===== src/rtl/np_gate_pkg.sv =====
package np_gate_pkg;
  localparam int CREDIT_MAX = 32;
  localparam int CNT_W      = $clog2(CREDIT_MAX + 1);

  typedef enum logic [1:0] {
    CR_NONE  = 2'b00,
    CR_ONE   = 2'b01,
    CR_TWO   = 2'b10,
    CR_TWO_B = 2'b11
  } credit_code_e;

  function automatic logic [1:0] code_to_inc(logic [1:0] code);
    case (credit_code_e'(code))
      CR_NONE: return 2'd0;
      CR_ONE:  return 2'd1;
      default: return 2'd2;
    endcase
  endfunction
endpackage


===== src/rtl/np_credit_ctr.sv =====
module np_credit_ctr #(
  parameter int MAX = 32,
  parameter int CW  = 6
) (
  input  logic          clk,
  input  logic          rst,
  input  logic          link_up,
  input  logic [1:0]    req,
  input  logic          take,
  output logic [CW-1:0] cnt,
  output logic          has_credit
);
  localparam int SW = CW + 1;

  logic [SW-1:0] sum;
  logic [CW-1:0] cnt_nxt;

  always_comb begin
    sum     = {1'b0, cnt} + SW'(np_gate_pkg::code_to_inc(req)) - SW'(take);
    cnt_nxt = (sum > SW'(MAX)) ? CW'(MAX) : sum[CW-1:0];
  end

  always_ff @(posedge clk) begin
    if (rst || !link_up) cnt <= '0;
    else                 cnt <= cnt_nxt;
  end

  assign has_credit = (cnt != '0);

  AST_CNT_CEIL: assert property (@(posedge clk) disable iff (rst) cnt <= CW'(MAX));
  AST_TAKE_NEEDS_CREDIT: assert property (@(posedge clk) disable iff (rst) take |-> cnt != '0);
  AST_LINK_CLEAR: assert property (@(posedge clk) disable iff (rst) !link_up |=> cnt == '0);
  AST_IDLE_HOLD: assert property (@(posedge clk) disable iff (rst) (link_up && req == 2'b00 && !take) |=> cnt == $past(cnt));
  AST_TAKE_DROP: assert property (@(posedge clk) disable iff (rst) (link_up && req == 2'b00 && take) |=> cnt == $past(cnt) - 1'b1);
endmodule


===== src/rtl/np_hold_fifo.sv =====
module np_hold_fifo #(
  parameter int W     = 32,
  parameter int DEPTH = 4
) (
  input  logic         clk,
  input  logic         rst,
  input  logic         push,
  input  logic [W-1:0] din,
  input  logic         pop,
  output logic [W-1:0] dout,
  output logic         empty,
  output logic         full
);
  localparam int AW = (DEPTH > 1) ? $clog2(DEPTH) : 1;
  localparam int NW = AW + 1;

  logic [W-1:0]  mem [DEPTH];
  logic [AW-1:0] wp, rp;
  logic [NW-1:0] fill;

  function automatic logic [AW-1:0] bump(logic [AW-1:0] p);
    return (p == AW'(DEPTH - 1)) ? '0 : p + 1'b1;
  endfunction

  always_ff @(posedge clk) begin
    if (push) mem[wp] <= din;
  end

  always_ff @(posedge clk) begin
    if (rst) begin
      wp   <= '0;
      rp   <= '0;
      fill <= '0;
    end else begin
      if (push) wp <= bump(wp);
      if (pop)  rp <= bump(rp);
      fill <= fill + NW'(push) - NW'(pop);
    end
  end

  assign dout  = mem[rp];
  assign empty = (fill == '0);
  assign full  = (fill == NW'(DEPTH));

  AST_NO_OVERFLOW: assert property (@(posedge clk) disable iff (rst) push |-> !full);
  AST_NO_UNDERFLOW: assert property (@(posedge clk) disable iff (rst) pop |-> !empty);
endmodule


===== src/rtl/np_out_stage.sv =====
module np_out_stage #(
  parameter int W = 32
) (
  input  logic         clk,
  input  logic         rst,
  input  logic         load,
  input  logic [W-1:0] ld_data,
  input  logic         ld_posted,
  input  logic         out_ready,
  output logic         out_valid,
  output logic [W-1:0] out_data,
  output logic         out_posted,
  output logic         slot_free
);
  assign slot_free = !out_valid || out_ready;

  always_ff @(posedge clk) begin
    if (rst) begin
      out_valid <= 1'b0;
    end else if (load) begin
      out_valid <= 1'b1;
    end else if (out_ready) begin
      out_valid <= 1'b0;
    end
  end

  always_ff @(posedge clk) begin
    if (load) begin
      out_data   <= ld_data;
      out_posted <= ld_posted;
    end
  end

  AST_OUT_HOLD: assert property (@(posedge clk) disable iff (rst) (out_valid && !out_ready) |=> (out_valid && $stable(out_data) && $stable(out_posted)));
  AST_LOAD_FREE: assert property (@(posedge clk) disable iff (rst) load |-> slot_free);
endmodule


===== src/rtl/np_credit_gate.sv =====
module np_credit_gate #(
  parameter int DATA_W   = 32,
  parameter int NP_DEPTH = 4
) (
  input  logic                          clk,
  input  logic                          rst,
  input  logic                          link_up,
  input  logic [1:0]                    credit_req,
  input  logic                          in_valid,
  output logic                          in_ready,
  input  logic                          in_posted,
  input  logic [DATA_W-1:0]             in_data,
  output logic                          out_valid,
  input  logic                          out_ready,
  output logic                          out_posted,
  output logic [DATA_W-1:0]             out_data,
  output logic [np_gate_pkg::CNT_W-1:0] credit_cnt
);
  import np_gate_pkg::*;

  logic              np_push, np_empty, np_full;
  logic [DATA_W-1:0] np_head;
  logic              has_credit, slot_free;
  logic              np_go, post_go, load;
  logic [DATA_W-1:0] ld_data;

  assign np_push = in_valid && !in_posted && !np_full;
  assign np_go   = slot_free && !np_empty && has_credit && link_up;
  assign post_go = slot_free && !np_go && in_valid && in_posted;
  assign load    = np_go || post_go;
  assign ld_data = np_go ? np_head : in_data;

  assign in_ready = in_posted ? (slot_free && !np_go) : !np_full;

  np_hold_fifo #(.W(DATA_W), .DEPTH(NP_DEPTH)) u_hold (
    .clk   (clk),
    .rst   (rst),
    .push  (np_push),
    .din   (in_data),
    .pop   (np_go),
    .dout  (np_head),
    .empty (np_empty),
    .full  (np_full)
  );

  np_credit_ctr #(.MAX(CREDIT_MAX), .CW(CNT_W)) u_ctr (
    .clk        (clk),
    .rst        (rst),
    .link_up    (link_up),
    .req        (credit_req),
    .take       (np_go),
    .cnt        (credit_cnt),
    .has_credit (has_credit)
  );

  np_out_stage #(.W(DATA_W)) u_out (
    .clk        (clk),
    .rst        (rst),
    .load       (load),
    .ld_data    (ld_data),
    .ld_posted  (!np_go),
    .out_ready  (out_ready),
    .out_valid  (out_valid),
    .out_data   (out_data),
    .out_posted (out_posted),
    .slot_free  (slot_free)
  );

  AST_RESET_STATE: assert property (@(posedge clk) rst |=> (!out_valid && credit_cnt == '0));
  AST_POSTED_FLOWS: assert property (@(posedge clk) disable iff (rst) (!has_credit && in_valid && in_posted && out_ready) |-> in_ready);
endmodule


===== config.mk =====
export PLATFORM = sky130hd
export DESIGN_NAME = np_credit_gate
export DESIGN_NICKNAME = d
export VERILOG_FILES = /design/src/rtl/np_gate_pkg.sv /design/src/rtl/np_credit_ctr.sv /design/src/rtl/np_hold_fifo.sv /design/src/rtl/np_out_stage.sv /design/src/rtl/np_credit_gate.sv
export SDC_FILE = /design/constraint.sdc
export NUM_CORES = 1
export LEC_CHECK = 0
export ABC_AREA = 1
export ABC_CLOCK_PERIOD_IN_PS = 3550
export BUFFER_PORTS_ARGS = -buffer_cell sky130_fd_sc_hd__buf_2
export CAP_MARGIN = 40
export CORE_AREA = 8 8 127 129
export CTS_CLUSTER_DIAMETER = 80
export DETAILED_ROUTE_END_ITERATION = 8
export DIE_AREA = 0 0 135 137
export HOLD_SLACK_MARGIN = 0.15
export PLACE_DENSITY = 0.71
export SYNTH_ARGS = -nofsm -noshare
export SYNTH_HDL_FRONTEND = slang
export SYNTH_HIERARCHICAL = 1
export SYNTH_SLANG_ARGS = --single-unit
export TNS_END_PERCENT = 100

===== constraint.sdc =====
create_clock -name clk -period 3.55 [get_ports clk]
set_clock_uncertainty 0.2 [all_clocks]
set_input_delay 0.355 -clock clk [delete_from_list [all_inputs] [get_ports clk]]
set_output_delay 0.355 -clock clk [all_outputs]
set_load 0.05 [all_outputs]

==> key figures <==
Worst hold path
  – Worst min-delay path category: input pin to register

Placement
  – Dpl hpwl: ~9500 µm
  – Placed insts: 929
  – RePlAce Congestion: 0.815
  – I/O Buffers: 80

Die
  – Die area: approximately 18000 µm²
  – # rows: 44
  – Starting density of the core: between 50% and 60%
  – Total core area: between 10000 and 15000 µm²
  – DIE WIDTH: 135 µm
  – Chip Height: ~140 µm
  – Boundary Pins: between 80 and 90

Timing
  – Fmax: slightly above 300 MHz
  – Fin crit share: slightly above 90%
  – Crit path time final: approximately 3200 ps
  – Fin Setup TNS: 0 ps
  – Slew HR: between 40% and 50%
  – Measured slew at the worst slew-check pin: between 800 and 900 ps
  – Hold Fails Final Rpt: 0
  – Max Slew Vio Count: 0
  – Endpoints failing setup: 0
  – Hold WS: 203 ps
  – RSZ-0062 raised after global routing: no

Power and ir drop
  – Max rail drop VDD: 0.537 mV
  – Sequential share of power: around 39%
  – Logic pwr share: 34.6%
  – Net Switching: about 2.6 mW
  – Internal power: 4.24 mW
  – Switching Share: 38.1%
  – Clk pwr share: 26.0%
  – Pwr dens: about 750 nW/µm²
  – Static Leak: ~3.8 nW

Worst setup path
  – Critical path class: register to register
  – Reg2Reg Depth: 18
  – Flop2flop setup slack: ~320 ps
  – CP required: about 3700 ps
  – Worst Setup EP: u_ctr/cnt[2]
  – R2r endpoint: u_ctr/cnt[2]
  – Crit. End Element: register
  – Crit path launch: u_hold/fill[1]
  – Setup crit start kind: register
  – Worst R2R Start: u_hold/fill[1]
  – Critical path arrival: around 3400 ps
  – Maximum fanout along the worst path: 17

Synthesis
  – Top_reg_cell synth: edfxtp_1
  – Share of Yosys cell area claimed by the top area cell type: between 60% and 70%
  – Post-Synth Simple-Gate Area: 12.8%
  – Post-synthesis async set-or-reset flop share: 0%
  – Register area share after synthesis: approximately two thirds
  – Yosys reg bits: ~180
  – Unique cell type count in the Yosys netlist: 28
  – Top-count cell post-synth: edfxtp_1
  – Gate Count Post-Synth: around 680
  – Xor and xnor area share after synthesis: less than 1%
  – Ys Warns: 6
  – Post-Synth Adder-Cell Area: between 3 and 4%
  – Mux contribution to synthesized area: 0%
  – Post-synth net total: between 700 and 800
  – Synth top area cells: edfxtp_1 63%, nand2_1 7.5%, inv_1 5.4%
  – Netlist Area Pre-Place: between 7000 and 8000 µm²
  – Compound-gate portion of the synthesized area: under 10%
  – Post-synth EDFFs: 161
  – Largest family of logic cells by synthesized area: simple AND/OR/NAND/NOR gates
  – Area leader, netlist: edfxtp_1
  – Synth top cells by count: 161 x edfxtp_1, 155 x nand2_1, 110 x inv_1
  – Synthesized area per cell: ~11 µm²

Layout
  – Final design utilization: between 60% and 70%
  – N_diodes: 0
  – Fin nets: between 800 and 900
  – Layout area overhead: 19.3%
  – Non-filler cells, final: ~1000
  – Sequential cell area: 5160 µm²
  – Number of filler cells placed in the layout: 1054
  – Multi-input gate area: 1900 µm²
  – Layout cells sized above 1: 17.7%

Clock tree
  – Clock root buffer: clkbuf_16
  – Post-CTS Setup Bufs: 0
  – CTS tree: yes
  – CTS Buf Count: 17
  – Worst-skew pair later-pin latency: around 430 ps
  – Clock Path Buffers: 2
  – Clock Sinks: 177
  – Worst-path clk slew: approximately 70 ps
  – H-tree depth: 4

Detailed routing
  – WL/cell: roughly 16 µm
  – Post-DR vias/cell: between 5 and 6
  – # DRC: 0
  – Detail Route Antenna Nets: 0
  – Final wirelength: roughly 16000 µm
  – Via Count: between 5k and 6k
  – DRT Pass-1 Iters: 5
  – Initial DRC count: around 400

Global route
  – Number of global-route vias before repair: just over 5k
  – GR Overflow Total: 0
  – Initial antenna violation count: 0
  – Largest net degree at the start of global routing: about 80
  – Total track usage: roughly 18%
  – Global-route wire length before repair: between 20000 and 30000 µm

Run status
  – Outcome: finished clean

Job
  – Max-cap violation count: 0
power groups by stage:
stage | Sequential (mW) | Combinational [mW] | Clock [mW]
2_1_floorplan | 3.11 | 1.46 | 0
3_3_place_gp | 2.81 | 2.12 | 0
3_5_place_dp | 2.75 | 2.29 | 0
4_1_cts | 2.71 | 2.34 | 1.81
5_1_grt | 2.73 | 2.63 | 1.89
6_report | 2.70 | 2.37 | 1.78
per-stage QoR:
step / area, µm² / total power [mW] / setup WS (ps)
final: 9200 / 6.86 / 316
after global routing: 9200 / 7.25 / 42.7
after CTS: 9190 / 6.86 / 198
after detailed placement: 8270 / 5.04 / 231
after global placement: 8210 / 4.93 / 367
after floorplan: 7710 / 4.57 / 238
how the worst min path moves through the flow:
| stage | from | slack [ps] | depth (start not counted) | to |
|---|---|---|---|---|
| 2_1_floorplan | rst | 220 | 1 | u_out/out_valid |
| 3_3_place_gp | u_hold/rp[0] | 280 | 2 | register |
| 3_5_place_dp | u_hold/rp[0] | 300 | 2 | register |
| 4_1_cts | in_valid | 190 | 3 | u_out/out_data[30] |
| 5_1_grt | in_valid | 210 | 3 | u_out/out_data[30] |
| 6_report | in_valid | 200 | 3 | u_out/out_data[30] |
cells by family (layout without fill, tap and decap cells):
group	Yosys count	in the layout
adders and majority gates	19	19
xor gates and xnor gates	1	1
DFF	177	177
buffers and inverters	144	274
AOI/OAI and AO/OA	108	108
and+or+nand+nor	233	234
worst max-delay path, stage by stage (launching register included):
cell and delay (ps):
dfxtp_1 320, inv_1 100, nand2_1 110, nor2_2 340, nor2_8 150, nand2_4 90, inv_1 80, ha_1 290
inv_1 50, ha_1 170, inv_1 70, fa_1 400, xor2_1 220, nand3_1 110, nor2_2 140, nand2_1 70
nand2_2 60, nand3_2 90, nor2_1 110
timing repair:
action                                  in CTS  in global routing
resized for setup                            0                  1
endpoints found under the setup margin       0                  4
hold endpoints to repair                   174                  0
hold buffers                                35                  0
flip-flops by register name (all words and copies together) (netlist names), named ones only:
| name | cells |
|---|---|
| u_ctr/cnt | 6 |
| u_hold/fill | 3 |
| u_hold/mem | 128 |
| u_hold/rp | 2 |
| u_hold/wp | 2 |
| u_out/out_data | 32 |
| u_out/out_posted | 1 |
| u_out/out_valid | 1 |
area by class of cell:
cell class	instances	share of cell area, %
sequential	177	56.1
multi-input combinational	362	20.7
timing repair buffer	128	9.93
inverter	114	4.65
clock buffer	17	4.62
tap	184	2.50
clock inverter	15	1.54
layout by cell type (no fill, tap or decap), types with 2 or more instances in the layout:
cell           synthesis  final
nor2_1                20     19
o21ai_0               27     27
nand2_1              155    155
a21oi_1               38     38
o211ai_1              32     32
clkbuf_16              0     17
inv_6                  0      2
edfxtp_1             161    161
o21ai_1                9      8
clkinv_1               0      7
buf_12                 0      2
dfxtp_1               16     14
nand2_2                6      6
inv_2                  4      4
clkinvlp_4             0      2
clkinv_2               0      4
dlygate4sd3_1          0     35
buf_2                 13     80
nand4_1                2      2
clkinv_4               0      2
bufinv_16              0      2
nor2_2                 2      3
buf_16                 0      2
inv_1                110    106
buf_4                  3      9
fa_1                   2      2
nand3_1               43     43
ha_1                  17     17
layer usage:
metal / up-vias / GRT usage, % / part of all wire [%]
met2: 164 / 30.0 / 50
met1: 2469 / 21.3 / 43
li1: 2533 / - / -
met5: - / 0 / 0
met4: 0 / 7.40 / 1.0
met3: 13 / 4.11 / 5.7
Note: power is estimated with default switching activity, not from simulation.
